===== config.mk =====
export PLATFORM = sky130hd
export DESIGN_NAME = oscan1_deserializer
export DESIGN_NICKNAME = d
export VERILOG_FILES = /design/src/rtl/oscan1_pkg.sv /design/src/rtl/oscan1_phase_ctr.sv /design/src/rtl/oscan1_slot_capture.sv /design/src/rtl/oscan1_strobe_reg.sv /design/src/rtl/oscan1_deserializer.sv
export SDC_FILE = /design/constraint.sdc
export NUM_CORES = 1
export LEC_CHECK = 0
export ABC_AREA = 0
export CORE_AREA = 2 2 39 41
export CTS_CLUSTER_SIZE = 16
export DETAILED_ROUTE_END_ITERATION = 6
export DIE_AREA = 0 0 41 43
export DONT_BUFFER_PORTS = 1
export HOLD_SLACK_MARGIN = 0.06
export SYNTH_ARGS = -nofsm -noshare
export SYNTH_HDL_FRONTEND = slang
export SYNTH_SLANG_ARGS = --single-unit

===== constraint.sdc =====
create_clock -name clk -period 1.5 [get_ports clk]
set_clock_uncertainty 0.2 [all_clocks]
set_input_delay 0.225 -clock clk [delete_from_list [all_inputs] [get_ports clk]]
set_output_delay 0.225 -clock clk [all_outputs]
set_load 0.02 [all_outputs]

===== src/rtl/oscan1_pkg.sv =====
package oscan1_pkg;
  localparam int unsigned SLOTS_PER_BIT = 3;
  localparam int unsigned SLOT_W        = $clog2(SLOTS_PER_BIT);

  typedef enum logic [SLOT_W-1:0] {
    SLOT_TDI = 2'd0,
    SLOT_TMS = 2'd1,
    SLOT_TDO = 2'd2
  } slot_e;

  typedef struct packed {
    logic tdi;
    logic tms;
    logic tdo;
  } jbit_t;

  function automatic slot_e slot_succ(input slot_e s);
    case (s)
      SLOT_TDI: slot_succ = SLOT_TMS;
      SLOT_TMS: slot_succ = SLOT_TDO;
      default:  slot_succ = SLOT_TDI;
    endcase
  endfunction
endpackage


===== src/rtl/oscan1_phase_ctr.sv =====
module oscan1_phase_ctr
  import oscan1_pkg::*;
(
  input  logic  clk,
  input  logic  rst,
  input  logic  oscan_mode,
  input  logic  tck_rise,
  output slot_e cur_slot,
  output logic  slot_take
);
  logic  mode_q;
  slot_e ph_q;

  // On the first cycle of the mode the stored phase is bypassed: entry starts at TMS.
  always_comb begin
    cur_slot  = mode_q ? ph_q : SLOT_TMS;
    slot_take = oscan_mode & tck_rise;
  end

  always_ff @(posedge clk) begin
    if (rst) begin
      mode_q <= 1'b0;
      ph_q   <= SLOT_TDI;
    end else begin
      mode_q <= oscan_mode;
      if (!oscan_mode)
        ph_q <= SLOT_TDI;
      else if (tck_rise)
        ph_q <= slot_succ(cur_slot);
      else
        ph_q <= cur_slot;
    end
  end
endmodule


===== src/rtl/oscan1_slot_capture.sv =====
module oscan1_slot_capture
  import oscan1_pkg::*;
#(
  parameter bit TDI_ACTIVE_LOW = 1'b1
) (
  input  logic  clk,
  input  logic  rst,
  input  logic  slot_take,
  input  slot_e cur_slot,
  input  logic  tmsc_in,
  output jbit_t line_bit,
  output logic  line_done
);
  logic tdi_level;
  logic tdi_hold_q;
  logic tms_hold_q;

  generate
    if (TDI_ACTIVE_LOW) begin : g_tdi_inv
      assign tdi_level = ~tmsc_in;
    end else begin : g_tdi_true
      assign tdi_level = tmsc_in;
    end
  endgenerate

  always_ff @(posedge clk) begin
    if (rst) begin
      tdi_hold_q <= 1'b0;
      tms_hold_q <= 1'b0;
    end else if (slot_take) begin
      if (cur_slot == SLOT_TDI) tdi_hold_q <= tdi_level;
      if (cur_slot == SLOT_TMS) tms_hold_q <= tmsc_in;
    end
  end

  always_comb begin
    line_bit.tdi = tdi_hold_q;
    line_bit.tms = tms_hold_q;
    line_bit.tdo = tmsc_in;
    line_done    = slot_take && (cur_slot == SLOT_TDO);
  end
endmodule


===== src/rtl/oscan1_strobe_reg.sv =====
module oscan1_strobe_reg
  import oscan1_pkg::*;
(
  input  logic  clk,
  input  logic  rst,
  input  logic  oscan_mode,
  input  logic  tck_rise,
  input  jbit_t pin_bit,
  input  jbit_t line_bit,
  input  logic  line_done,
  output logic  vld_q,
  output jbit_t bit_q
);
  always_ff @(posedge clk) begin
    if (rst) begin
      vld_q <= 1'b0;
      bit_q <= '0;
    end else begin
      vld_q <= 1'b0;
      if (!oscan_mode && tck_rise) begin
        vld_q <= 1'b1;
        bit_q <= pin_bit;
      end else if (oscan_mode && line_done) begin
        vld_q <= 1'b1;
        bit_q <= line_bit;
      end
    end
  end
endmodule


===== src/rtl/oscan1_deserializer.sv =====
module oscan1_deserializer
  import oscan1_pkg::*;
#(
  parameter bit TDI_ACTIVE_LOW = 1'b1
) (
  input  logic clk,
  input  logic rst,
  input  logic oscan_mode,
  input  logic tck_rise,
  input  logic tmsc_in,
  input  logic tdi_in,
  input  logic tms_in,
  input  logic tdo_in,
  output logic bit_vld,
  output logic bit_tdi,
  output logic bit_tms,
  output logic bit_tdo
);
  slot_e cur_slot;
  logic  slot_take;
  logic  line_done;
  jbit_t line_bit;
  jbit_t pin_bit;
  jbit_t bit_q;

  assign pin_bit = '{tdi: tdi_in, tms: tms_in, tdo: tdo_in};

  oscan1_phase_ctr u_phase (
    .clk        (clk),
    .rst        (rst),
    .oscan_mode (oscan_mode),
    .tck_rise   (tck_rise),
    .cur_slot   (cur_slot),
    .slot_take  (slot_take)
  );

  oscan1_slot_capture #(.TDI_ACTIVE_LOW(TDI_ACTIVE_LOW)) u_cap (
    .clk       (clk),
    .rst       (rst),
    .slot_take (slot_take),
    .cur_slot  (cur_slot),
    .tmsc_in   (tmsc_in),
    .line_bit  (line_bit),
    .line_done (line_done)
  );

  oscan1_strobe_reg u_out (
    .clk        (clk),
    .rst        (rst),
    .oscan_mode (oscan_mode),
    .tck_rise   (tck_rise),
    .pin_bit    (pin_bit),
    .line_bit   (line_bit),
    .line_done  (line_done),
    .vld_q      (bit_vld),
    .bit_q      (bit_q)
  );

  assign bit_tdi = bit_q.tdi;
  assign bit_tms = bit_q.tms;
  assign bit_tdo = bit_q.tdo;
endmodule


; ---- Word-level counts from Yosys, hierarchy flattened
; Index checks and enable logic that the tools add are counted.
; Widths: inputs -> output; s select.
[word_totals]
register_bits = 9
output_inout_bits = 4
inputBits = 8
wordCells = 29
[op_classes]
eq_ne = 2
bitwise_logic = 3
n_mux = 7
reduce_logical = 9
[ops]
columns = op, count
row1 = $mux 3, 2
row2 = $mux 2, 2
row3 = $pmux 2 s2, 1
row4 = $reduce_and 2->1, 2
row5 = $logic_and 1x1->1, 3
row6 = $eq 2x1->1 const B, 1
row7 = $eq 2x2->1 const B, 1
row8 = $logic_not 2->1, 1
row9 = $mux 1, 2
row10 = $not 1->1, 2
row11 = $reduce_bool 2->1, 1
row12 = $reduce_or 2->1, 1
row13 = $and 1x1->1, 1
row14 = $logic_not 1->1, 1

; ---- Depth between registers and ports, before layout
; Gate-level depths: netlist of run 1.
[depth]
word_depth = 6
mapped_depth = 3
mapped_depth_nobuf = 3

; ---- Cells and area by module
; From an unflattened synthesis of run 1, not the netlist that was laid out.
[hier_totals]
hier_cells = 46
area_unflattened_um2 = 467.9
[modules_own_cells]
columns = mod, n_inst, area_per_inst_um2, cells_per_inst
row1 = oscan1_strobe_reg, 1, 190.2, 18
row2 = oscan1_slot_capture, 1, 140.1, 14
row3 = oscan1_phase_ctr, 1, 137.6, 14

; ---- Least setup slack after synthesis of run 1
; OpenSTA, ideal clock, no wires.
[synth_timing]
kind = register -> register
from = register u_phase.ph_q[0]
to = register, netlist name u_out.bit_q[2]
n_path_buf = 0
required_time_ns = 1.179
t_arrival_ns = 1.000
path_slack_ns = 0.179
path_stages_with_launch = 4
path_cell_list = dfxtp_1 -> nand3b_1 -> a21oi_2 -> mux2_2
[synth_between]
elab_chain_cells = 5
[synth_lines]
columns = element, line
row1 = "start, declared", oscan1_phase_ctr.sv:12  ; slot_e ph_q;
row2 = "start signal, assigned", oscan1_phase_ctr.sv:29  ; ph_q <= slot_succ(cur_slot);
row3 = "start signal, assigned", oscan1_phase_ctr.sv:31  ; ph_q <= cur_slot;
row4 = $mux 2, oscan1_phase_ctr.sv:16  ; cur_slot = mode_q ? ph_q : SLOT_TMS;
row5 = $eq 2x2->1, oscan1_slot_capture.sv:40  ; line_done = slot_take && (cur_slot == SLOT_TDO);
row6 = $logic_and 1x1->1, oscan1_slot_capture.sv:40
row7 = $logic_and 1x1->1, oscan1_strobe_reg.sv:23  ; end else if (oscan_mode && line_done) begin
row8 = $reduce_bool 2->1 (no source line), --
; Every way passes these cells.
; A chain may end at the register's enable or synchronous reset.

; ---- Worst setup path in the final report of run 1
[layout_timing]
from = input tck_rise
to = register, netlist name u_out.bit_q[0]
[layout_between]
elab_chain_cells = 4
word_cells_on_any_way = 6
classes_between = mux (1) / bitwise (1) / reduce/logical (4)
[layout_lines]
columns = element, line
row1 = "start, declared", oscan1_deserializer.sv:9  ; input logic tck_rise,
row2 = $and 1x1->1, oscan1_phase_ctr.sv:17  ; slot_take = oscan_mode & tck_rise;
row3 = $logic_and 1x1->1, oscan1_slot_capture.sv:40
row4 = $logic_and 1x1->1, oscan1_strobe_reg.sv:23
row5 = $reduce_bool 2->1 (no source line), --
; Parallel ways exist; a longest one is shown, timed or not.

==> impl_metrics.ini, run 1 <==
[sta]
slew_violations = 0
timing.fmax_mhz = 697
hold_viol_final = 0
grt_setup_unrepaired = false
hold_ws_ns = 0.0705
period_minus_slack_ns = 1.43
fin_ws_ns = 0.0653
worstMarginPinSlew_ns = 0.292
fin_crit_sh_pct = 95.6
setup_viol = 0
slew_headroom_pct = 80.5
setup_tns_ns = 0

[die]
die_w_um = 41
rows = 14
die_h_um = 43
dieArea_um2 = 1760
initial_core_util_pct = 29.1
core_area_um2 = 1380
num_io_pins = 12

[hold_path]
hp-class = input port to flip-flop
hold_start = tdo_in
hold_path_depth = 3
holdPathEnd = u_out.bit_q[0]

[clock_tree]
cts.clk_slew.worst_paths_ns = 0.06
cts_buffer_depth = 2
clk_latency_ns = 0.26
postCtsSetupBuffers = 0
cts_sinks = 9
cts_made_buffers = 3
cts_tree = built
cts_root_buf = clkbuf_4
cts_max_level = 1

[global_routing]
grt_max_degree = 10
grt_overflow = 0
grt_antenna_before_repair = 0
grt_pass1_wl_um = 1370
groute.usage.overall_pct = 12.8
grt_pass1_vias = 304

[flow_run]
maxCapViolCount = 0

[pwr]
combPwrFrac_pct = 10.6
power.density_nw_per_um2 = 998
total_power_mw = 0.508
swShare_pct = 24.5
ir_drop_v = 0.000327
leakage_nw = 0.206
p_switching_mw = 0.124
p_clk_share_pct = 37.1
intPower_mw = 0.384
pwr-share-seq_pct = 52.3

[yosys]
syn_area_um2 = 403
synth_seq_area_share_pct = 44.7
ys_ff_latch = 9
synth_top_area_share_pct = 44.7
synth_nets = 50
syn_avg_cell_area_um2 = 9.59
synth_cell_type_count = 18
yosysTopAreaCell = dfxtp_1
ys_top_cells_by_area = dfxtp_1, nor2b_1, o221a_1, mux2i_1, nand2b_1
syn_inst = 42
yosysWarnings = 0

[critical_path]
cp_slowest_cell = dlygate4sd3_1
start_kind = input port
rr_endpoint = u_out.bit_q[2]
endpoint_kind = flip-flop
r2r_slack_ns = 0.11
cp_cell_sequence = dlygate4sd3_1, nand2_1, or2_1, o221a_1
critPathRequiredTime_ns = 1.45
critical_path.max_fanout = 5
r2r-start = u_phase.ph_q[0]
rr_worst_depth = 3
critPathBufInv = 1
worstSetupPathType = input port to flip-flop
critPathMaxStageDelay_ns = 0.59
arrival_ns = 1.38
cp_top_family = buffers and inverters

[finish]
post-route-util_pct = 36.8
area_delta_synth_final_pct = 26.4
nets = 61
insertedDiodeCount = 0
drive_above_1_share_pct = 11.5

[detailed_routing]
drc_errors = 0
vias_per_cell = 5.12
routedWlPerCell_um = 13.2
drtPass1Iterations = 4
drtIter0Drc = 5
wl_um = 899
ant_nets = 0
num_vias = 348

[placed_design]
portBuffers = 0
dp_hpwl_um = 615
place_congestion = 0.716
place_ws_ns = 0.122

[run_status]
status = finished, final reports clean
[kinds of logic after synthesis]
logic type	count (synthesis)	share of synthesized area [%]
buf+inv	2	1.86
compound gates	9	17.4
simple gates	19	28.3
flops	9	44.7
mux	3	7.76
[area by class of cell]
| type | instances | area, um^2 |
|---|---|---|
| Sequential cell | 9 | 180 |
| Tap cell | 16 | 20.0 |
| Timing Repair Buffer | 6 | 60.1 |
| Fill cell | 151 | 875 |
| Clock buffer | 4 | 26.3 |
| Inverter | 2 | 7.51 |
| Multi-Input combinational cell | 31 | 215 |
[state kept, by name (all words and copies together), names as in the netlist]
register,count
u_phase.ph_q,2
u_out.vld_q,1
u_out.bit_q,3
u_cap.tms_hold_q,1
u_phase.mode_q,1
u_cap.tdi_hold_q,1
[per-layer routing]
metal / wire length [um] / GRT usage (%) / up-vias
met1: 421 / 15.5 / 161
met3: 43 / 4.71 / 4
met5: 0 / 0 / -
met2: 399 / 15.3 / 11
met4: 36 / 14.0 / 0
li1: - / - / 172
[worst register-to-register path: stages, from the launching register on]
cell	delay (ns)
dfxtp_1	0.32
nand3b_1	0.19
a21oi_2	0.21
mux2_2	0.35
[cell usage after synthesis (all sizes together)]
library cell and n:
inv 2, nand2b 3, and3 2, nor2 4, o21a 2, dfxtp 9
nand2 1, o221a 2, a311oi 1, nor2b 4, mux2i 2, nand3b 1
mux2 1, nor3b 2, a21oi 4, or2 1, and4b 1
[through the flow]
step                std cells  cell area [um^2]
floorplan                  42               403
global placement           59               430
detailed placement         59               430
CTS                        68               507
global route               68               509
finish                     68               509
[cell usage in the layout, fill, tap and decap left out]
cell type,instances
a21oi_1,3
a21oi_2,1
a311oi_1,1
and3_1,2
and4b_1,1
buf_4,1
clkbuf_1,1
clkbuf_4,3
dfxtp_1,9
dlygate4sd3_1,4
dlymetal6s4s_1,1
inv_1,2
mux2_2,1
mux2i_1,2
nand2_1,1
nand2b_1,3
nand3b_1,1
nor2_1,4
nor2b_1,4
nor3b_1,2
o21a_1,2
o221a_1,2
or2_1,1
[worst max-delay path by stage]
stage | startpoint | cells past startpoint | slack, ns | to
4_1_cts | oscan_mode | 4 | 0.02 | u_out.bit_q[0]
3_5_place_dp | u_phase.ph_q[0] | 3 | 0.12 | u_out.bit_q[2]
5_1_grt | tck_rise | 4 | 0.01 | u_out.bit_q[0]
2_1_floorplan | u_phase.ph_q[0] | 3 | 0.18 | u_out.bit_q[2]
3_3_place_gp | u_phase.ph_q[0] | 3 | 0.14 | u_out.bit_q[2]
6_report | tck_rise | 4 | 0.07 | u_out.bit_q[0]
[timing repair]
| item | in CTS | in global routing |
|---|---|---|
| hold endpoints to repair | 9 | 0 |
| hold buffers | 5 | 0 |
| resized for setup | 0 | 1 |
| setup endpoints to repair | 0 | 3 |
[power groups by stage]
stage                     combinational, mW  sequential (mW)  clock, mW
after detailed placement             0.0373            0.271          0
after floorplan                      0.0301            0.269          0
final                                0.0540            0.266      0.189
after global placement               0.0367            0.271          0
after global routing                 0.0598            0.267      0.205
after CTS                            0.0539            0.266      0.200
Power figures use the tool's default switching activity.
==> inputs of run 2 (changes only) <==
--- a/config.mk
+++ b/config.mk
@@ -5,7 +5,7 @@
 export SDC_FILE = /design/constraint.sdc
 export NUM_CORES = 1
 export LEC_CHECK = 0
-export ABC_AREA = 0
+export ABC_AREA = 1
 export CORE_AREA = 2 2 39 41
 export CTS_CLUSTER_SIZE = 16
 export DETAILED_ROUTE_END_ITERATION = 6
==> run 2 against run 1 <==
  * Flip-flop and latch count unchanged
  * Combinational power up 28%
  * Largest cell class unchanged
  * Critical path depth up 4
  * Critical path type unchanged
  * Total power up 1.7%
  * Highest routed layer unchanged
  * Critical endpoint unchanged
==> impl_metrics.ini, run 2 <==
[detailed_routing]
ant_nets = 0
wl_um = 893
num_vias = 450
drtPass1Iterations = 2
routedWlPerCell_um = 8.84
drtIter0Drc = 7
vias_per_cell = 4.46
drc_errors = 0

[die]
initial_core_util_pct = 32.5
rows = 14
die_h_um = 43
core_area_um2 = 1380
dieArea_um2 = 1760
num_io_pins = 12
die_w_um = 41

[yosys]
synth_common_cells = nand2_1, nor2_1, inv_1, dfxtp_1, nand3_1
yosysTopAreaCell = dfxtp_1
ys_top_cells_by_area = dfxtp_1, nand2_1, nor2_1, inv_1, nand3_1
syn_avg_cell_area_um2 = 6.07
syn_inst = 74
synth_ff_type = dfxtp_1
synthArstFlopShare_pct = 0
synth_edf_count = 0
synth_seq_area_share_pct = 40.1
synth_nets = 82
yosysWarnings = 0
yosysMostFrequentCell = nand2_1
synth_cell_type_count = 11
synth_top_area_share_pct = 40.1
syn_area_um2 = 449
ys_ff_latch = 9

[finish]
fillerInstances = 154
drive_above_1_share_pct = 7.06
fin_cells = 101
regArea_um2 = 180
multi_input_area_um2 = 216
layout_common_cells = nand2_1, nor2_1, inv_1, dfxtp_1, dlygate4sd3_1
nets = 94
largest_register_ffs = 3
top_regs = u_out.bit_q (3), u_phase.ph_q (2)
area_delta_synth_final_pct = 25.9
largest_register = u_out.bit_q
final_common_cell = nand2_1
post-route-util_pct = 40.9
insertedDiodeCount = 0

[clock_tree]
clk_latency_ns = 0.25
cts_max_level = 1
cts_root_buf = clkbuf_4
cts.clk_slew.worst_paths_ns = 0.06
cts_made_buffers = 3
cts_buffer_depth = 2
cts_tree = built
cts_resized = 0
cts_sinks = 9

[run_status]
status = finished, final reports clean

[critical_path]
worst_path_most_repeated_cell = nand2_1
critPathMaxStageDelay_ns = 0.61
start_kind = input port
critical_path.max_fanout = 4
critPathRequiredTime_ns = 1.46
arrival_ns = 1.33
worstSetupPathType = input port to flip-flop
endpoint_kind = flip-flop
critPathBufInv = 3
cp_top_family = buffers and inverters
cp_cell_sequence = dlygate4sd3_1, inv_1, nor2_2, nand2_1, nand2_1, inv_1, nand2_1, nor2_1
rr_worst_depth = 6
crit_cells = 8
cp_slowest_cell = dlygate4sd3_1

[sta]
grt_setup_unrepaired = false
hold_viol_final = 0
setup_tns_ns = 0
worstMarginPinSlew_ns = 0.226
slew_violations = 0
period_minus_slack_ns = 1.37
slew_headroom_pct = 84.9
hold_ws_ns = 0.0665
fin_crit_sh_pct = 91.6
timing.fmax_mhz = 728
setup_viol = 0

[flow_run]
maxCapViolCount = 0

[placed_design]
dp_hpwl_um = 685
dp_cells = 90
place_congestion = 0.842
portBuffers = 0

[pwr]
ir_drop_v = 0.000524
pwr-share-seq_pct = 51.9
leakage_nw = 0.295
intPower_mw = 0.386
power.density_nw_per_um2 = 914
p_clk_share_pct = 34.7
p_switching_mw = 0.131
combPwrFrac_pct = 13.4
swShare_pct = 25.4

[hold_path]
hp-class = input port to flip-flop
hold_path_depth = 4

[global_routing]
grt_antenna_before_repair = 0
grt_pass1_wl_um = 1510
groute.usage.overall_pct = 12.8
grt_max_degree = 7
grt_overflow = 0
grt_pass1_vias = 412
==> run 2: changes by cell type after synthesis, sizes merged, moves of 3 or more <==
cell / previous run / this run
nand2: 1 / 24
nand3: 0 / 5
nand2b: 3 / 0
nor2b: 4 / 0
inv: 2 / 14
a21oi: 4 / 1
nor2: 4 / 18
==> run 2: per-stage QoR <==
step | instance area (um^2) | worst slack, ns | power [mW]
global placement | 469 | 0.359 | 0.325
finish | 566 | 0.126 | 0.517
global route | 566 | 0.00897 | 0.549
CTS | 566 | 0.132 | 0.525
detailed placement | 469 | 0.352 | 0.326
floorplan | 449 | 0.460 | 0.316
==> run 2: cell type report <==
type	instances	share of cell area [%]
inverters	14	9.29
flip-flops and latches	9	31.9
multi-input cells	51	38.3
clock buffers	4	4.65
repair buffers	7	12.4
well taps	16	3.54
==> run 2: kinds of logic after synthesis <==
group / synth area share (%)
compound gates: 3.90
buf+inv: 11.7
flops: 40.1
simple gates: 44.3
==> run 2: what timing repair did <==
| action | in CTS | in global routing |
|---|---|---|
| hold buffers | 7 | 0 |
| hold endpoints to repair | 9 | 0 |
| setup buffers | 0 | 0 |
==> run 2: worst reg2reg max path, stage by stage (launching register included) <==
cell and delay (ns):
dfxtp_1 0.38, inv_1 0.07, nor2_2 0.15, nand2_1 0.09
nand2_1 0.09, nor2_1 0.05, nor2_1 0.09
==> run 2: power by group through the flow <==
stage / clock network [mW] / registers [mW] / logic, mW
floorplan: 0 / 0.272 / 0.0439
global placement: 0 / 0.273 / 0.0515
detailed placement: 0 / 0.274 / 0.0520
CTS: 0.187 / 0.268 / 0.0702
global route: 0.199 / 0.270 / 0.0801
finish: 0.179 / 0.268 / 0.0693
==> run 2: worst paths after layout <==
| path | startpoint | to | slack, ns |
|---|---|---|---|
| setup / recovery | tck_rise | u_out.bit_q[0] | 0.13 |
| hold / removal | tck_rise | u_out.vld_q | 0.07 |
| setup reg to reg | u_phase.mode_q | u_out.bit_q[1] | 0.33 |
| hold reg to reg | u_cap.tdi_hold_q | u_cap.tdi_hold_q | 0.29 |
==> run 2: metal layers <==
layer	part of all wire [%]	vias up	global-route usage [%]
li1	-	243	-
met1	45	195	14.1
met2	48	10	19.4
met3	5.6	2	7.85
met4	1.1	0	4.00
met5	0	-	0
==> inputs of run 3 (changes only) <==
--- a/config.mk
+++ b/config.mk
@@ -11,7 +11,7 @@
 export DETAILED_ROUTE_END_ITERATION = 6
 export DIE_AREA = 0 0 41 43
 export DONT_BUFFER_PORTS = 1
-export HOLD_SLACK_MARGIN = 0.06
+export HOLD_SLACK_MARGIN = 0.02
 export SYNTH_ARGS = -nofsm -noshare
 export SYNTH_HDL_FRONTEND = slang
 export SYNTH_SLANG_ARGS = --single-unit
==> constraint.sdc (replaced) <==
create_clock -name clk -period 1.7 [get_ports clk]
set_clock_uncertainty 0.2 [all_clocks]
set_input_delay 0.255 -clock clk [delete_from_list [all_inputs] [get_ports clk]]
set_output_delay 0.255 -clock clk [all_outputs]
set_load 0.02 [all_outputs]
==> run 3 against run 2 <==
  * Design area decreased by 5.3%
  * Sequential share of layout area up 1.8 points
  * Via count fell by 3.1%
  * Clock power down 13%
  * Hold slack got worse by 0.019 ns
  * Core utilization shrank 2.2 points
  * Clock-buffer cell count is the same
  * Combinational power decreased by 20%
  * Global-route usage fell by 0.70 points
  * Non-clock buffer count down 3
==> impl_metrics.ini, run 3 (same netlist as run 2, synthesis figures left out) <==
[die]
rows = 14
initial_core_util_pct = 32.5
num_io_pins = 12
die_w_um = 41
dieArea_um2 = 1760
core_area_um2 = 1380
die_h_um = 43

[clock_tree]
clk_latency_ns = 0.25
cts_root_buf = clkbuf_4
cts_max_level = 1
cts_buffer_depth = 2
cts_tree = built
cts_sinks = 9
cts_made_buffers = 3
cts.clk_slew.worst_paths_ns = 0.05
postCtsSetupBuffers = 0

[global_routing]
grt_pass1_vias = 366
grt_antenna_before_repair = 0
grt_pass1_wl_um = 1400
grt_max_degree = 7
grt_overflow = 0
groute.usage.overall_pct = 12.0

[critical_path]
cp_cell_sequence = dlygate4sd3_1, nor2_1, o21ai_0, a21oi_1
cp_slowest_cell = dlygate4sd3_1
endpoint_kind = flip-flop
start_kind = input port
critPathRequiredTime_ns = 1.68
critPathBufInv = 1
critPathMaxStageDelay_ns = 0.58
critical_path.max_fanout = 3
cp_top_family = buffers and inverters
arrival_ns = 1.26
worstSetupPathType = input port to flip-flop

[flow_run]
maxCapViolCount = 0

[finish]
largest_register_ffs = 3
post-route-util_pct = 38.7
area_delta_synth_final_pct = 19.2
nets = 91
largest_register = u_out.bit_q
drive_above_1_share_pct = 7.32
top_regs = u_out.bit_q (3), u_phase.ph_q (2)
insertedDiodeCount = 0
final_common_cell = nand2_1
fin_cells = 98
layout_common_cells = nand2_1, nor2_1, inv_1, dfxtp_1

[sta]
hold_viol_final = 0
timing.fmax_mhz = 780
setup_viol = 0
slew_headroom_pct = 84.1
fin_crit_sh_pct = 75.5
worstMarginPinSlew_ns = 0.238
period_minus_slack_ns = 1.28
setup_tns_ns = 0
slew_violations = 0
grt_setup_unrepaired = false

[pwr]
ir_drop_v = 0.000467
leakage_nw = 0.282
power.density_nw_per_um2 = 837
total_power_mw = 0.448
p_switching_mw = 0.113
intPower_mw = 0.336
p_clk_share_pct = 34.9
pwr-share-seq_pct = 52.8
combPwrFrac_pct = 12.3
swShare_pct = 25.1

[placed_design]
portBuffers = 0
dp_cells = 90
place_congestion = 0.841
dp_hpwl_um = 701

[detailed_routing]
wl_um = 865
routedWlPerCell_um = 8.83
ant_nets = 0
num_vias = 436
drc_errors = 0
drtPass1Iterations = 4
vias_per_cell = 4.45
drtIter0Drc = 5

[hold_path]
hp-class = input port to flip-flop

[run_status]
status = finished, final reports clean
==> run 3: cell count changes in the layout (fill, tap and decap cells not counted) <==
| cell | delta |
|---|---|
| dlygate4sd3_1 | -3 |
==> run 3: cell type report <==
| cell class | count | area (um^2) |
|---|---|---|
| Multi-Input combinational cell | 51 | 216 |
| Clock buffer | 4 | 26.3 |
| Fill cell | 146 | 848 |
| Tap cell | 16 | 20.0 |
| Sequential cell | 9 | 180 |
| Timing Repair Buffer | 4 | 40.0 |
| Inverter | 14 | 52.6 |
==> run 3: through the flow <==
| stage | hold slack [ns] | instance area, um^2 | setup slack (ns) |
|---|---|---|---|
| finish | 0.0470 | 536 | 0.417 |
| global placement | 0.133 | 469 | 0.559 |
| CTS | 0.0394 | 536 | 0.419 |
| global route | 0.0522 | 536 | 0.339 |
| floorplan | 0.127 | 449 | 0.660 |
| detailed placement | 0.130 | 469 | 0.539 |
==> run 3: per-layer routing <==
layer,track usage (%),wire length [um],part of all wire (%)
met2,17.5,442,51
met5,0,0,0
met4,4.00,0,0
met1,13.8,374,43
met3,7.85,48,5.5
==> run 3: final timing paths <==
path / from / to / slack [ns] / depth (start not counted)
max reg2reg: u_phase.mode_q / u_out.bit_q[1] / 0.54 / 6
max: rst / u_phase.ph_q[1] / 0.42 / 4
min reg2reg: u_cap.tdi_hold_q / u_cap.tdi_hold_q / 0.29 / 2
min: tck_rise / u_phase.ph_q[0] / 0.05 / 3
==> run 3: power groups by stage <==
stage                     sequential [mW]  clock (mW)  combinational [mW]
final                               0.237       0.156              0.0553
after floorplan                     0.240           0              0.0388
after global routing                0.238       0.176              0.0637
after global placement              0.241           0              0.0455
after detailed placement            0.241           0              0.0465
after CTS                           0.237       0.165              0.0558
==> run 3: tightest hold or removal path, cell delays in order <==
cell,delay (ns)
inv_1,0.05
nand2_1,0.07
a21boi_0,0.07
==> run 3: repair_timing <==
| item | CTS | global route |
|---|---|---|
| endpoints found under the hold margin | 7 | 0 |
| resized for setup | 0 | 0 |
| hold buffers | 4 | 0 |
